===== src/rtl/prs_pkg.sv =====
package prs_pkg;

  // Source of the requested ratio.
  typedef enum logic [0:0] {
    MODE_COARSE = 1'b0,
    MODE_FINE   = 1'b1
  } prs_mode_e;

  // Divider events for one cycle.
  typedef struct packed {
    logic hold;   // timer disabled, counter parked at zero
    logic wrap;   // terminal count reached, tick issued
  } prs_evt_t;

endpackage


===== src/rtl/prs_rst_sync.sv =====
module prs_rst_sync (
  input  logic clk,
  input  logic rst_n_in,
  output logic rst_n_out
);
  logic meta_q;
  logic sync_q;

  always_ff @(posedge clk or negedge rst_n_in) begin
    if (!rst_n_in) begin
      meta_q <= 1'b0;
      sync_q <= 1'b0;
    end else begin
      meta_q <= 1'b1;
      sync_q <= meta_q;
    end
  end

  assign rst_n_out = sync_q;
endmodule


===== src/rtl/prs_sel_reg.sv =====
module prs_sel_reg #(
  parameter int SEL_W = 8
) (
  input  logic             clk,
  input  logic             rst_n,
  input  logic             wr_en,
  input  logic [SEL_W-1:0] wr_data,
  output logic [SEL_W-1:0] sel_q
);
  logic [SEL_W-1:0] sel_d;

  always_comb begin
    sel_d = sel_q;
    if (wr_en) sel_d = wr_data;
  end

  always_ff @(posedge clk or negedge rst_n) begin
    if (!rst_n) sel_q <= '0;
    else if (wr_en) sel_q <= sel_d;
  end

  // stored value equals the last write
  p_rd_follows_wr_r2: assert property (@(posedge clk) disable iff (!rst_n)
    wr_en |=> (sel_q == $past(wr_data)));

  // without a write the register keeps its value
  p_sel_holds_r2: assert property (@(posedge clk) disable iff (!rst_n)
    !wr_en |=> $stable(sel_q));
endmodule


===== src/rtl/prs_ratio_sel.sv =====
module prs_ratio_sel
  import prs_pkg::*;
#(
  parameter int SEL_W  = 8,
  parameter int CSEL_W = 3,
  parameter int CNT_W  = 8
) (
  input  prs_mode_e         mode,
  input  logic [SEL_W-1:0]  sel,
  input  logic [CSEL_W-1:0] coarse_sel,
  output logic [CNT_W-1:0]  req_term
);
  logic [CNT_W-1:0] fine_term;
  logic [CNT_W-1:0] coarse_term;

  generate
    if (CNT_W > SEL_W) begin : g_fine_ext
      assign fine_term = {{(CNT_W-SEL_W){1'b0}}, sel};
    end else begin : g_fine_eq
      assign fine_term = sel;
    end
  endgenerate

  // 2^k - 1: ones below bit k
  always_comb begin
    coarse_term = '0;
    for (int b = 0; b < CNT_W; b++) begin
      if (b < int'(coarse_sel)) coarse_term[b] = 1'b1;
    end
  end

  always_comb begin
    case (mode)
      MODE_FINE: req_term = fine_term;
      default:   req_term = coarse_term;
    endcase
  end

  logic [CNT_W:0] term_p1;
  assign term_p1 = {1'b0, req_term} + {{CNT_W{1'b0}}, 1'b1};

  // the coarse ratio is always a power of two
  always_comb begin
    if (mode == MODE_COARSE) begin
      p_coarse_pow2_r4: assert ($countones(term_p1) == 1);
    end
  end
endmodule


===== src/rtl/prs_count.sv =====
module prs_count
  import prs_pkg::*;
#(
  parameter int CNT_W = 8
) (
  input  logic             clk,
  input  logic             rst_n,
  input  logic             run_en,
  input  logic [CNT_W-1:0] req_term,
  output logic             tick
);
  logic [CNT_W-1:0] cnt_q, cnt_d;
  logic [CNT_W-1:0] term_q;
  logic             term_ld;
  prs_evt_t         evt;

  always_comb begin
    evt.hold = !run_en;
    evt.wrap = run_en && (cnt_q == term_q);
    term_ld  = evt.hold || evt.wrap;
    if (term_ld) cnt_d = '0;
    else         cnt_d = cnt_q + {{(CNT_W-1){1'b0}}, 1'b1};
  end

  always_ff @(posedge clk or negedge rst_n) begin
    if (!rst_n) cnt_q <= '0;
    else        cnt_q <= cnt_d;
  end

  // Active ratio reloads only at the zero point.
  always_ff @(posedge clk or negedge rst_n) begin
    if (!rst_n)       term_q <= '0;
    else if (term_ld) term_q <= req_term;
  end

  assign tick = evt.wrap;

  // running ratio frozen inside a period
  p_term_frozen_r5: assert property (@(posedge clk) disable iff (!rst_n)
    (run_en && !tick) |=> $stable(term_q));

  // disabled timer parks the counter at zero
  p_hold_zero_r7: assert property (@(posedge clk) disable iff (!rst_n)
    !run_en |=> (cnt_q == '0));

  // counter restarts after each tick
  p_restart_r6: assert property (@(posedge clk) disable iff (!rst_n)
    tick |=> (cnt_q == '0));

  // counter never passes the terminal value
  p_cnt_bound_r3: assert property (@(posedge clk) disable iff (!rst_n)
    cnt_q <= term_q);
endmodule


===== src/rtl/tmr_tick_prescaler.sv =====
module tmr_tick_prescaler
  import prs_pkg::*;
#(
  parameter int SEL_W  = 8,
  parameter int CSEL_W = 3
) (
  input  logic              clk,
  input  logic              rst_n,
  input  logic              wr_en,
  input  logic [SEL_W-1:0]  wr_data,
  output logic [SEL_W-1:0]  rd_data,
  input  logic              fine_en,
  input  logic [CSEL_W-1:0] coarse_sel,
  input  logic              run_en,
  output logic              tick
);
  localparam int COARSE_MAX = (1 << CSEL_W) - 1;
  localparam int CNT_W      = (SEL_W > COARSE_MAX) ? SEL_W : COARSE_MAX;

  logic             rst_n_s;
  logic [SEL_W-1:0] sel_q;
  logic [CNT_W-1:0] req_term;
  prs_mode_e        mode;

  assign mode = fine_en ? MODE_FINE : MODE_COARSE;

  prs_rst_sync u_rst (
    .clk       (clk),
    .rst_n_in  (rst_n),
    .rst_n_out (rst_n_s)
  );

  prs_sel_reg #(.SEL_W(SEL_W)) u_sel (
    .clk     (clk),
    .rst_n   (rst_n_s),
    .wr_en   (wr_en),
    .wr_data (wr_data),
    .sel_q   (sel_q)
  );

  prs_ratio_sel #(.SEL_W(SEL_W), .CSEL_W(CSEL_W), .CNT_W(CNT_W)) u_ratio (
    .mode       (mode),
    .sel        (sel_q),
    .coarse_sel (coarse_sel),
    .req_term   (req_term)
  );

  prs_count #(.CNT_W(CNT_W)) u_cnt (
    .clk      (clk),
    .rst_n    (rst_n_s),
    .run_en   (run_en),
    .req_term (req_term),
    .tick     (tick)
  );

  assign rd_data = sel_q;

  // a tick never appears in two adjacent cycles unless the ratio is 1
  p_single_pulse_r6: assert property (@(posedge clk) disable iff (!rst_n_s)
    (tick && req_term != '0) |=> !tick || $past(u_cnt.term_q == '0) || (u_cnt.term_q == '0));
endmodule


===== config.mk =====
export PLATFORM = sky130hd
export DESIGN_NAME = tmr_tick_prescaler
export DESIGN_NICKNAME = d
export VERILOG_FILES = /design/src/rtl/prs_pkg.sv /design/src/rtl/prs_rst_sync.sv /design/src/rtl/prs_sel_reg.sv /design/src/rtl/prs_ratio_sel.sv /design/src/rtl/prs_count.sv /design/src/rtl/tmr_tick_prescaler.sv
export SDC_FILE = /design/constraint.sdc
export NUM_CORES = 1
export LEC_CHECK = 0
export BUFFER_PORTS_ARGS = -buffer_cell sky130_fd_sc_hd__buf_2
export CORE_ASPECT_RATIO = 0.75
export CORE_UTILIZATION = 50
export DETAILED_ROUTE_END_ITERATION = 10
export PLACE_DENSITY = 0.74
export SLEW_MARGIN = 20
export SYNTH_ARGS = -nofsm -noshare
export SYNTH_HDL_FRONTEND = slang
export SYNTH_SLANG_ARGS = --single-unit

===== constraint.sdc =====
create_clock -name clk -period 1.6 [get_ports clk]
set_clock_uncertainty 0.15 [all_clocks]
set_input_delay 0.08 -clock clk [delete_from_list [all_inputs] [get_ports clk]]
set_output_delay 0.08 -clock clk [all_outputs]
set_load 0.03 [all_outputs]

==> run metrics <==
outcome=finished with violations; violated checks=setup timing; global-route wire length before repair=4698 um; Post-DP Area=1451 um^2; Max Cap Violations=0; Worst IR Drop VDD=0.7045 mV; FP Rows=15; synth-to-layout area growth=50.26%; die area=2622 um^2; mapped cell area=1210 um^2; fill count=145; nets=187; Mapped Avg Cell Area=11.41 um^2; clock tree buffer depth=2; top-area cell type share of the netlist area=53.77%; Leak=0.8585 nW; layout cells sized above 1=43.79%; Finished Layout Cells=203; Syn Nets=123; final WL=3145 um; Yosys reg bits=26; initial antenna violation count=0; Tot GR Track Use=24.90%; Design Area, Final=1818 um^2; Post-Syn Instances=106; Sink Count=26; PD cells=908.3 nW/um^2; top cells by area, synth=dfrtp_1 54%, mux2_2 12%, xnor2_1 7.2%; pin count of the biggest net entering global routing=25; Final period util=123.2%; DIE HEIGHT=44.60 um; Hold/Removal Path Class=reg -> async; die width=58.80 um; Pwr Total=0.001651 W; starting density of the core=52.84%; CP Launch Type=flop; hold slack=0.07795 ns; post-route ant nets=0; crit end category=flop; Root Driver=clkbuf_4; Vias=1041; sequential element share of the synthesized area=53.77%; Clk Latency, worst-skew pair=0.33 ns; Yosys warning count=0; gr ovfl total=0; Hold Violations, Final=0; crit path time final=1.971 ns; Ports=25; core area=2290 um^2; Distinct cells, synth=22; vias per std cell=5.128; cell total after placement=174; Yosys top cell by area=dfrtp_1; CP delay by family, top=flip-flops; number of port buffers=24; number of global-route vias before repair=1034; WL per Instance=15.49 um; Peak Freq=507.3 MHz; 1st-iter DRT viols=57; GPL Wtd Cong=0.8118; CTS clk-pin slew, worst paths=0.14 ns; Antenna diodes=0; Final HPWL DP=1652 um; Worst path max stage delay=0.43 ns; area of the multi-input gates=584.3 um^2; CP arrival=2.04 ns; CTS tree=built; drt pass-1 iters=4; critical path required time=1.67 ns; highest-delay cell along the critical path=dfrtp_1; unrepaired setup endpoints after global routing=yes; setup slack after layout=-0.3713 ns; critical-path maximum fanout=4; WS Path Type=reg -> reg; CP Cell Sequence=xnor2_1, nand2_2, o41ai_4, buf_4, mux2_4; sequential cell area=650.6 um^2; Worst Path Buf+Inv=1; final setup violation count=17; H-tree Lvls=1; cts bufs inserted=3; DRC=0; Slew Limit Fails=0
cells in the final DEF, fill, tap and decap left out, types with 2 or more instances in the layout:
cell	count
buf_6	4
nor2_2	5
mux2_2	7
xor2_1	4
inv_1	4
xnor2_1	10
clkbuf_4	3
buf_2	23
o21ai_0	7
nand3_1	5
mux2_4	7
nor2_4	2
buf_4	17
dfrtp_1	26
nand2_1	11
a21oi_1	3
dlygate4sd3_1	17
state kept, by name (all words and copies together), names as in the netlist:
register / flops
u_rst.rst_n_out: 1
u_rst.meta_q: 1
u_sel.sel_q: 8
u_cnt.cnt_q: 8
u_cnt.term_q: 8
worst paths after layout:
kind,slack [ns],end,startpoint,cells after the start
worst max-delay path,-0.37,u_cnt.term_q[4]$_DFFE_PN0P_,u_cnt.term_q[2]$_DFFE_PN0P_,5
worst min-delay path,0.08,u_cnt.term_q[2]$_DFFE_PN0P_,u_rst.rst_n_out$_DFF_PN0_,1
worst max register to register,-0.37,u_cnt.term_q[4]$_DFFE_PN0P_,u_cnt.term_q[2]$_DFFE_PN0P_,5
worst min register to register,0.08,u_cnt.term_q[2]$_DFFE_PN0P_,u_rst.rst_n_out$_DFF_PN0_,1
max in group asynchronous,0.75,u_rst.rst_n_out$_DFF_PN0_,rst_n,3
min in group clk,0.09,u_cnt.term_q[3]$_DFFE_PN0P_,run_en,4
per-layer routing:
metal | share of wire, % | vias to the layer above | global-route usage, %
met1 | 42 | 505 | 31.71
met3 | 5.5 | 16 | 6.433
met4 | 4.4 | 0 | 7.619
met5 | 0 | - | 0
li1 | - | 476 | -
met2 | 48 | 44 | 42.05
synthesized netlist by cell type:
| library cell | instances |
|---|---|
| nor3_1 | 1 |
| dfrtp_1 | 26 |
| and2_1 | 1 |
| inv_1 | 4 |
| nor2_1 | 8 |
| clkbuf_1 | 2 |
| mux2_2 | 13 |
| mux2_4 | 1 |
| o21ai_0 | 7 |
| nand3_1 | 5 |
| a21oi_1 | 3 |
| xor2_1 | 4 |
| and3_1 | 1 |
| xnor2_1 | 10 |
| and3_2 | 1 |
| nand2_1 | 12 |
| o41ai_4 | 1 |
| buf_6 | 1 |
| conb_1 | 1 |
| mux2i_1 | 1 |
| ha_1 | 1 |
| nor4_1 | 2 |
layout make-up:
class,instances,area share (%)
Clock inverter,1,1.652
Tap cell,34,2.340
Multi-Input combinational cell,73,32.14
Sequential cell,26,35.79
Inverter,4,0.8259
Timing Repair Buffer,62,26.02
Clock buffer,3,1.239
metrics by stage:
stage                     setup slack [ns]  util [%]  setup TNS, ns
after detailed placement           -0.2583     63.39         -3.196
after floorplan                    -0.3253         -         -2.360
after global routing               -0.4209     79.40         -6.246
final                              -0.3713     79.40         -5.318
after CTS                          -0.3106     76.28         -3.963
after global placement             -0.2034     63.39         -2.395
power breakdown:
| part | internal [W] | leakage [nW] | switching, W |
|---|---|---|---|
| combinational | 0.000224 | 0.508 | 0.000216 |
| clock | 0.000254 | 0.0279 | 0.000196 |
| sequential | 0.000717 | 0.323 | 0.0000442 |
| total | 0.00119 | 0.858 | 0.000457 |
cell families after synthesis:
family | Yosys count | share of synthesized area, %
adders and majority gates | 1 | 1.034
muxes | 15 | 14.17
buffers and inverters | 7 | 2.792
other | 1 | 0.3099
DFF | 26 | 53.77
AOI/OAI and AO/OA | 11 | 6.411
and+or+nand+nor | 31 | 11.38
xor gates and xnor gates | 14 | 10.13
what timing repair did:
item,4_1_cts,5_1_grt
gates cloned,2,0
endpoints found under the setup margin,17,17
resized for setup,16,12
hold buffers,17,0
pin swaps,7,10
endpoints found under the hold margin,11,0
setup buffers,1,7
Note: power is estimated with default switching activity, not from simulation.
